--- src/rtl/crlu_pkg.sv ---
package crlu_pkg;

    // Boolean function selected by the low three bits of the operation code
    typedef enum logic [2:0] {
        BOP_AND  = 3'd0,
        BOP_NAND = 3'd1,
        BOP_OR   = 3'd2,
        BOP_XOR  = 3'd3,
        BOP_NOR  = 3'd4,
        BOP_EQV  = 3'd5,
        BOP_ANDC = 3'd6,
        BOP_ORC  = 3'd7
    } bit_op_e;

    // Operation code of the field move; codes above it do nothing
    localparam logic [3:0] OPC_MOVE = 4'd8;

    // Update chosen for the current cycle
    typedef enum logic [2:0] {
        ACT_HOLD = 3'd0,
        ACT_LOAD = 3'd1,
        ACT_BIT  = 3'd2,
        ACT_MOVE = 3'd3,
        ACT_NOP  = 3'd4
    } act_e;

endpackage

--- src/rtl/crlu_bool_unit.sv ---
module crlu_bool_unit
    import crlu_pkg::*;
(
    input  logic    a,
    input  logic    b,
    input  bit_op_e fn,
    output logic    y
);

    always_comb begin
        unique case (fn)
            BOP_AND:  y = a & b;
            BOP_NAND: y = ~(a & b);
            BOP_OR:   y = a | b;
            BOP_XOR:  y = a ^ b;
            BOP_NOR:  y = ~(a | b);
            BOP_EQV:  y = ~(a ^ b);
            BOP_ANDC: y = a & ~b;
            BOP_ORC:  y = a | ~b;
            default:  y = 1'b0;
        endcase
    end

endmodule

--- src/rtl/crlu_bit_writer.sv ---
module crlu_bit_writer
    import crlu_pkg::*;
#(
    parameter int W = 32,
    localparam int IDX_W = $clog2(W)
) (
    input  logic [W-1:0]     cur,
    input  logic [IDX_W-1:0] idx_t,
    input  logic [IDX_W-1:0] idx_a,
    input  logic [IDX_W-1:0] idx_b,
    input  bit_op_e          fn,
    output logic [W-1:0]     nxt
);

    localparam logic [IDX_W-1:0] TOP = IDX_W'(W - 1);

    // Indices count from the most significant end
    logic [IDX_W-1:0] phys_t, phys_a, phys_b;
    logic             src_a, src_b, res;

    assign phys_t = TOP - idx_t;
    assign phys_a = TOP - idx_a;
    assign phys_b = TOP - idx_b;
    assign src_a  = cur[phys_a];
    assign src_b  = cur[phys_b];

    crlu_bool_unit u_bool (
        .a  (src_a),
        .b  (src_b),
        .fn (fn),
        .y  (res)
    );

    for (genvar j = 0; j < W; j++) begin : g_bit
        assign nxt[j] = (phys_t == IDX_W'(j)) ? res : cur[j];
    end

endmodule

--- src/rtl/crlu_field_mover.sv ---
module crlu_field_mover #(
    parameter int W  = 32,
    parameter int FW = 4,
    localparam int NF   = W / FW,
    localparam int FI_W = $clog2(NF)
) (
    input  logic [W-1:0]    cur,
    input  logic [FI_W-1:0] dst,
    input  logic [FI_W-1:0] src,
    output logic [W-1:0]    nxt
);

    logic [FW-1:0] fld [NF];

    // Field k starts at the k-th nibble from the most significant end
    for (genvar k = 0; k < NF; k++) begin : g_fld
        assign fld[k] = cur[W-1-FW*k -: FW];
        assign nxt[W-1-FW*k -: FW] = (dst == FI_W'(k)) ? fld[src] : fld[k];
    end

endmodule

--- src/rtl/cr_logic_unit.sv ---
module cr_logic_unit
    import crlu_pkg::*;
#(
    parameter int CR_W  = 32,
    parameter int FLD_W = 4,
    localparam int IDX_W = $clog2(CR_W),
    localparam int FI_W  = $clog2(CR_W / FLD_W)
) (
    input  logic             clk,
    input  logic             rst,
    input  logic             op_valid,
    input  logic [3:0]       op_sel,
    input  logic [IDX_W-1:0] idx_t,
    input  logic [IDX_W-1:0] idx_a,
    input  logic [IDX_W-1:0] idx_b,
    input  logic [FI_W-1:0]  fld_dst,
    input  logic [FI_W-1:0]  fld_src,
    input  logic             load_en,
    input  logic [CR_W-1:0]  load_val,
    output logic [CR_W-1:0]  cr_q
);

    logic [CR_W-1:0] cr_r, cr_nxt, bit_nxt, mv_nxt;
    act_e            act;

    crlu_bit_writer #(.W(CR_W)) u_bitw (
        .cur   (cr_r),
        .idx_t (idx_t),
        .idx_a (idx_a),
        .idx_b (idx_b),
        .fn    (bit_op_e'(op_sel[2:0])),
        .nxt   (bit_nxt)
    );

    crlu_field_mover #(.W(CR_W), .FW(FLD_W)) u_move (
        .cur (cr_r),
        .dst (fld_dst),
        .src (fld_src),
        .nxt (mv_nxt)
    );

    // Choose this cycle's action; a load wins over any operation
    always_comb begin
        act = ACT_HOLD;
        if (load_en)
            act = ACT_LOAD;
        else if (op_valid) begin
            if (!op_sel[3])
                act = ACT_BIT;
            else if (op_sel == OPC_MOVE)
                act = ACT_MOVE;
            else
                act = ACT_NOP;
        end
    end

    always_comb begin
        unique case (act)
            ACT_LOAD: cr_nxt = load_val;
            ACT_BIT:  cr_nxt = bit_nxt;
            ACT_MOVE: cr_nxt = mv_nxt;
            default:  cr_nxt = cr_r;
        endcase
    end

    always_ff @(posedge clk) begin
        if (rst)
            cr_r <= '0;
        else
            cr_r <= cr_nxt;
    end

    assign cr_q = cr_r;

    // reset clears the register
    p_reset_clear_r1: assert property (@(posedge clk)
        rst |=> (cr_q == '0));

    // load takes the port value regardless of any operation
    p_load_wins_r2: assert property (@(posedge clk) disable iff (rst)
        load_en |=> (cr_q == $past(load_val)));

    // no strobe, no change
    p_idle_hold_r3: assert property (@(posedge clk) disable iff (rst)
        (!load_en && !op_valid) |=> $stable(cr_q));

    // a bit operation flips at most one bit
    p_single_bit_r6: assert property (@(posedge clk) disable iff (rst)
        (!load_en && op_valid && !op_sel[3]) |=>
            ($countones(cr_q ^ $past(cr_q)) <= 1));

    // a field move touches at most one field's worth of bits
    p_move_width_r7: assert property (@(posedge clk) disable iff (rst)
        (!load_en && op_valid && op_sel == OPC_MOVE) |=>
            ($countones(cr_q ^ $past(cr_q)) <= FLD_W));

    // moving a field onto itself changes nothing
    p_self_move_r8: assert property (@(posedge clk) disable iff (rst)
        (!load_en && op_valid && op_sel == OPC_MOVE && fld_dst == fld_src) |=>
            $stable(cr_q));

    // unused codes leave the register alone
    p_unused_code_r9: assert property (@(posedge clk) disable iff (rst)
        (!load_en && op_valid && op_sel > OPC_MOVE) |=> $stable(cr_q));

endmodule

--- config.mk ---
export PLATFORM = sky130hd
export DESIGN_NAME = cr_logic_unit
export DESIGN_NICKNAME = d
export VERILOG_FILES = /design/src/rtl/crlu_pkg.sv /design/src/rtl/crlu_bool_unit.sv /design/src/rtl/crlu_bit_writer.sv /design/src/rtl/crlu_field_mover.sv /design/src/rtl/cr_logic_unit.sv
export SDC_FILE = /design/constraint.sdc
export NUM_CORES = 1
export LEC_CHECK = 0
export BUFFER_PORTS_ARGS = -buffer_cell sky130_fd_sc_hd__buf_2
export CORE_MARGIN = 2
export CORE_UTILIZATION = 40
export DETAILED_ROUTE_END_ITERATION = 8
export HOLD_SLACK_MARGIN = 0.03
export PLACE_DENSITY = 0.66
export SYNTH_ARGS = -nofsm -noshare
export SYNTH_HDL_FRONTEND = slang
export SYNTH_SLANG_ARGS = --single-unit
--- constraint.sdc ---
create_clock -name clk -period 9.4 [get_ports clk]
set_input_delay 1.41 -clock clk [delete_from_list [all_inputs] [get_ports clk]]
set_output_delay 1.41 -clock clk [all_outputs]
set_load 0.05 [all_outputs]
==> parameters.txt <==
Parameter                              Value

Worst setup path
  Type of element capturing the critical path    flop
  Required @ worst endpoint    9580 ps
  Critical path peak fanout    8
  Startpoint Class    input port
  CP Data Arrival Time    4470 ps
  Crit Path Class    input port to flop

Logic synthesis
  Per-instance average area after synthesis    8.416 um2
  Share of the yosys chip area belonging to registers    0.2342
  Warning count from the yosys run    0
  Share of Yosys cell area claimed by the top area cell type    0.2342
  Area of the mapped netlist    0.002735 mm2
  Synthesized instance count    325
  Post-synthesis sequential element count    32
  Number of nets produced by synthesis    390
  Cell taking the most area after synthesis    dfxtp_1
  Yosys cell types    35
  Main area contributors after synthesis    dfxtp_1, mux4_2, a311oi_1, mux2i_1, a21oi_1

CTS
  CTS tree    built
  H-tree levels    2
  Number of hold-repair buffers added at the cts stage    0
  Clock-pin slew reported for the worst setup and hold paths after clock tree synthesis    70 ps
  Latest clock arrival within the worst-skew pair    280 ps
  Setup bufs post-CTS    0
  Bufs on Longest Clock Path    2
  Clk sink count    32
  Quantity of gates resized following cts    0
  Root buf cell    clkbuf_8
  Num CTS Buffers    5

Power and ir drop
  Proportion of power drawn by combinational gates    0.399
  Reported net switching power    0.1894 mW
  Pwr Total    0.4540 mW
  Sequential power share    0.382
  Pleak    1.453 nW
  Largest voltage drop on the vdd net    0.07204 mV
  Sw Share    0.4171
  Clock Power Share    0.219
  Power per unit of standard cell area    138.0 mW/mm2
  Internal portion of total power    0.2647 mW

Route
  DRC violation count after routing    0
  DRC violation total after the first TritonRoute iteration    210
  Via density per instance    6.295
  Number of routed nets with antenna violations    0
  DR vias    3034
  WL per Instance    20.07 um
  Routed wire length    9674 um
  Pre-Repair DR Iteration Count    5

Global route
  Total routing usage reported by global routing    0.2592
  Via count of the first global-routing pass    2872
  Antenna violations before repair    0
  Pin count of the biggest net entering global routing    34
  Global route overflow    0
  First-pass GRT wire length    14840 um

STA
  Max Slew Vio Count    0
  Slew at the pin closest to its max-slew limit    1150 ps
  Max transition margin    0.2310
  Crit path time final    4284 ps
  Hold Fails Final Rpt    0
  Total Neg Setup Slack    0 ps
  Unrepaired setup endpoints after global routing    no
  Setup clock skew after layout    5.863 ps
  Number of setup violations in the final report    0
  Highest Clock Rate    233.4 MHz
  Post-route fraction of the period consumed by the critical path    0.4557

Place
  Half-perimeter wire length after detailed placement    7676 um
  Number of placed cells counting well taps    475
  Port buffer count    92
  Gp weighted congestion    0.9233

Cells and area
  Number of flip-flops under the largest register name    32
  Final #Nets    467
  Antenna cell count    0
  Area growth, synth to finish    20.27%
  Non-filler cells, final    482
  Fraction of layout instances using a drive strength above 1    0.3109

Floorplan
  Total Die Area    0.007515 mm2
  Core Footprint    0.006719 mm2
  Number of top-level design ports    93
  Die boundary height    86.69 um
  Width of the die    86.69 um
  Number of rows created at floorplan    30
  Initial Util    0.4071

Status
  Result of the run    completed

Flow run
  Number of max-capacitance violations reported    0

Worst hold path
  Class of the worst hold path    flop to flop
-- area by class of cell --
class                   count  area, um2
multi-input cells         267       1992
clock buffers               6      72.57
inverters                   3      11.26
repair buffers             93      467.9
clock inverters             1      5.005
well taps                  80      100.1
flip-flops and latches     32      640.6
fillers                   681       3430
-- per-stage QoR --
| step | util | instance area (um2) | setup slack [ps] | hold WS [ps] |
|---|---|---|---|---|
| floorplan | - | 2735 | 5182 | 730.8 |
| global placement | 0.4780 | 3212 | 4899 | 534.8 |
| detailed placement | 0.4780 | 3212 | 4809 | 543.5 |
| CTS | 0.4896 | 3289 | 5088 | 549.3 |
| global route | 0.4896 | 3289 | 4910 | 581.2 |
| finish | 0.4896 | 3289 | 5116 | 550.1 |
-- cell usage after synthesis --
cell type and instances:
a311oi_1 39, nand2_1 36, a21oi_1 35, nor2_1 35
nor3_1 34, dfxtp_1 32, mux2i_1 18, mux4_2 18
clkbuf_1 13, nor2b_1 8, buf_2 7, a211oi_1 4
a22oi_1 4, a41oi_2 4, ha_1 4, nand3_1 4
and3b_1 3, buf_1 3, inv_1 3, nor3b_1 3
a21o_1 2, nand2b_1 2, nand3b_1 2, a311o_1 1
a311oi_2 1, a31o_1 1, a31oi_4 1, and2_1 1
and3_1 1, nand4b_1 1, nor2_2 1, o211ai_1 1
o31ai_1 1, or3_1 1, or3b_1 1
-- layer usage --
| metal | vias up | share of wire | track usage | wire, um |
|---|---|---|---|---|
| li1 | 1439 | - | - | - |
| met1 | 1406 | 0.43 | 0.3379 | 4150 |
| met2 | 162 | 0.46 | 0.4161 | 4471 |
| met3 | 27 | 0.076 | 0.05143 | 734 |
| met4 | 0 | 0.033 | 0.1151 | 318 |
| met5 | - | 0 | 0 | 0 |
-- power groups by stage --
stage	combinational [mW]	sequential [mW]	clock (mW)
after floorplan	0.0864	0.211	0
after global placement	0.178	0.175	0
after detailed placement	0.181	0.176	0
after CTS	0.181	0.172	0.0994
after global routing	0.196	0.174	0.108
final	0.181	0.174	0.0993
-- cells in the final DEF (no fill, tap or decap), types with 8 or more instances in the layout --
master,synthesis,final
buf_2,7,92
a311oi_1,39,39
nand2_1,36,36
nor2_1,35,35
a21oi_1,35,34
nor3_1,34,34
dfxtp_1,32,32
mux4_2,18,18
mux2i_1,18,18
nor2b_1,8,8
-- logic make-up after synthesis --
group                    after synthesis  synth area share
AND/OR/NAND/NOR                      133            0.2287
AO/OA/AOI/OAI                         94            0.2658
flip-flops                            32            0.2342
buffers and inverters                 26           0.03888
multiplexers                          36            0.2141
adder cells (fa/ha/maj)                4           0.01830
-- path summary, 6_finish.rpt --
kind              startpoint       end  slack (ps)  cells after the start
setup / recovery    idx_a[0]  cr_q[28]        5120                     10
hold / removal      cr_q[13]  cr_q[13]         550                      2
setup reg to reg     cr_q[8]  cr_q[28]        6130                      9
hold reg to reg     cr_q[13]  cr_q[13]         550                      2
-- critical path: stages --
cell	delay (ps)
buf_2	220
mux4_2	540
mux4_2	500
a21oi_1	230
ha_1	260
nand2b_1	160
a311o_1	350
a31oi_4	290
a41oi_2	170
a311oi_1	340
Note: power is estimated with default switching activity, not from simulation.
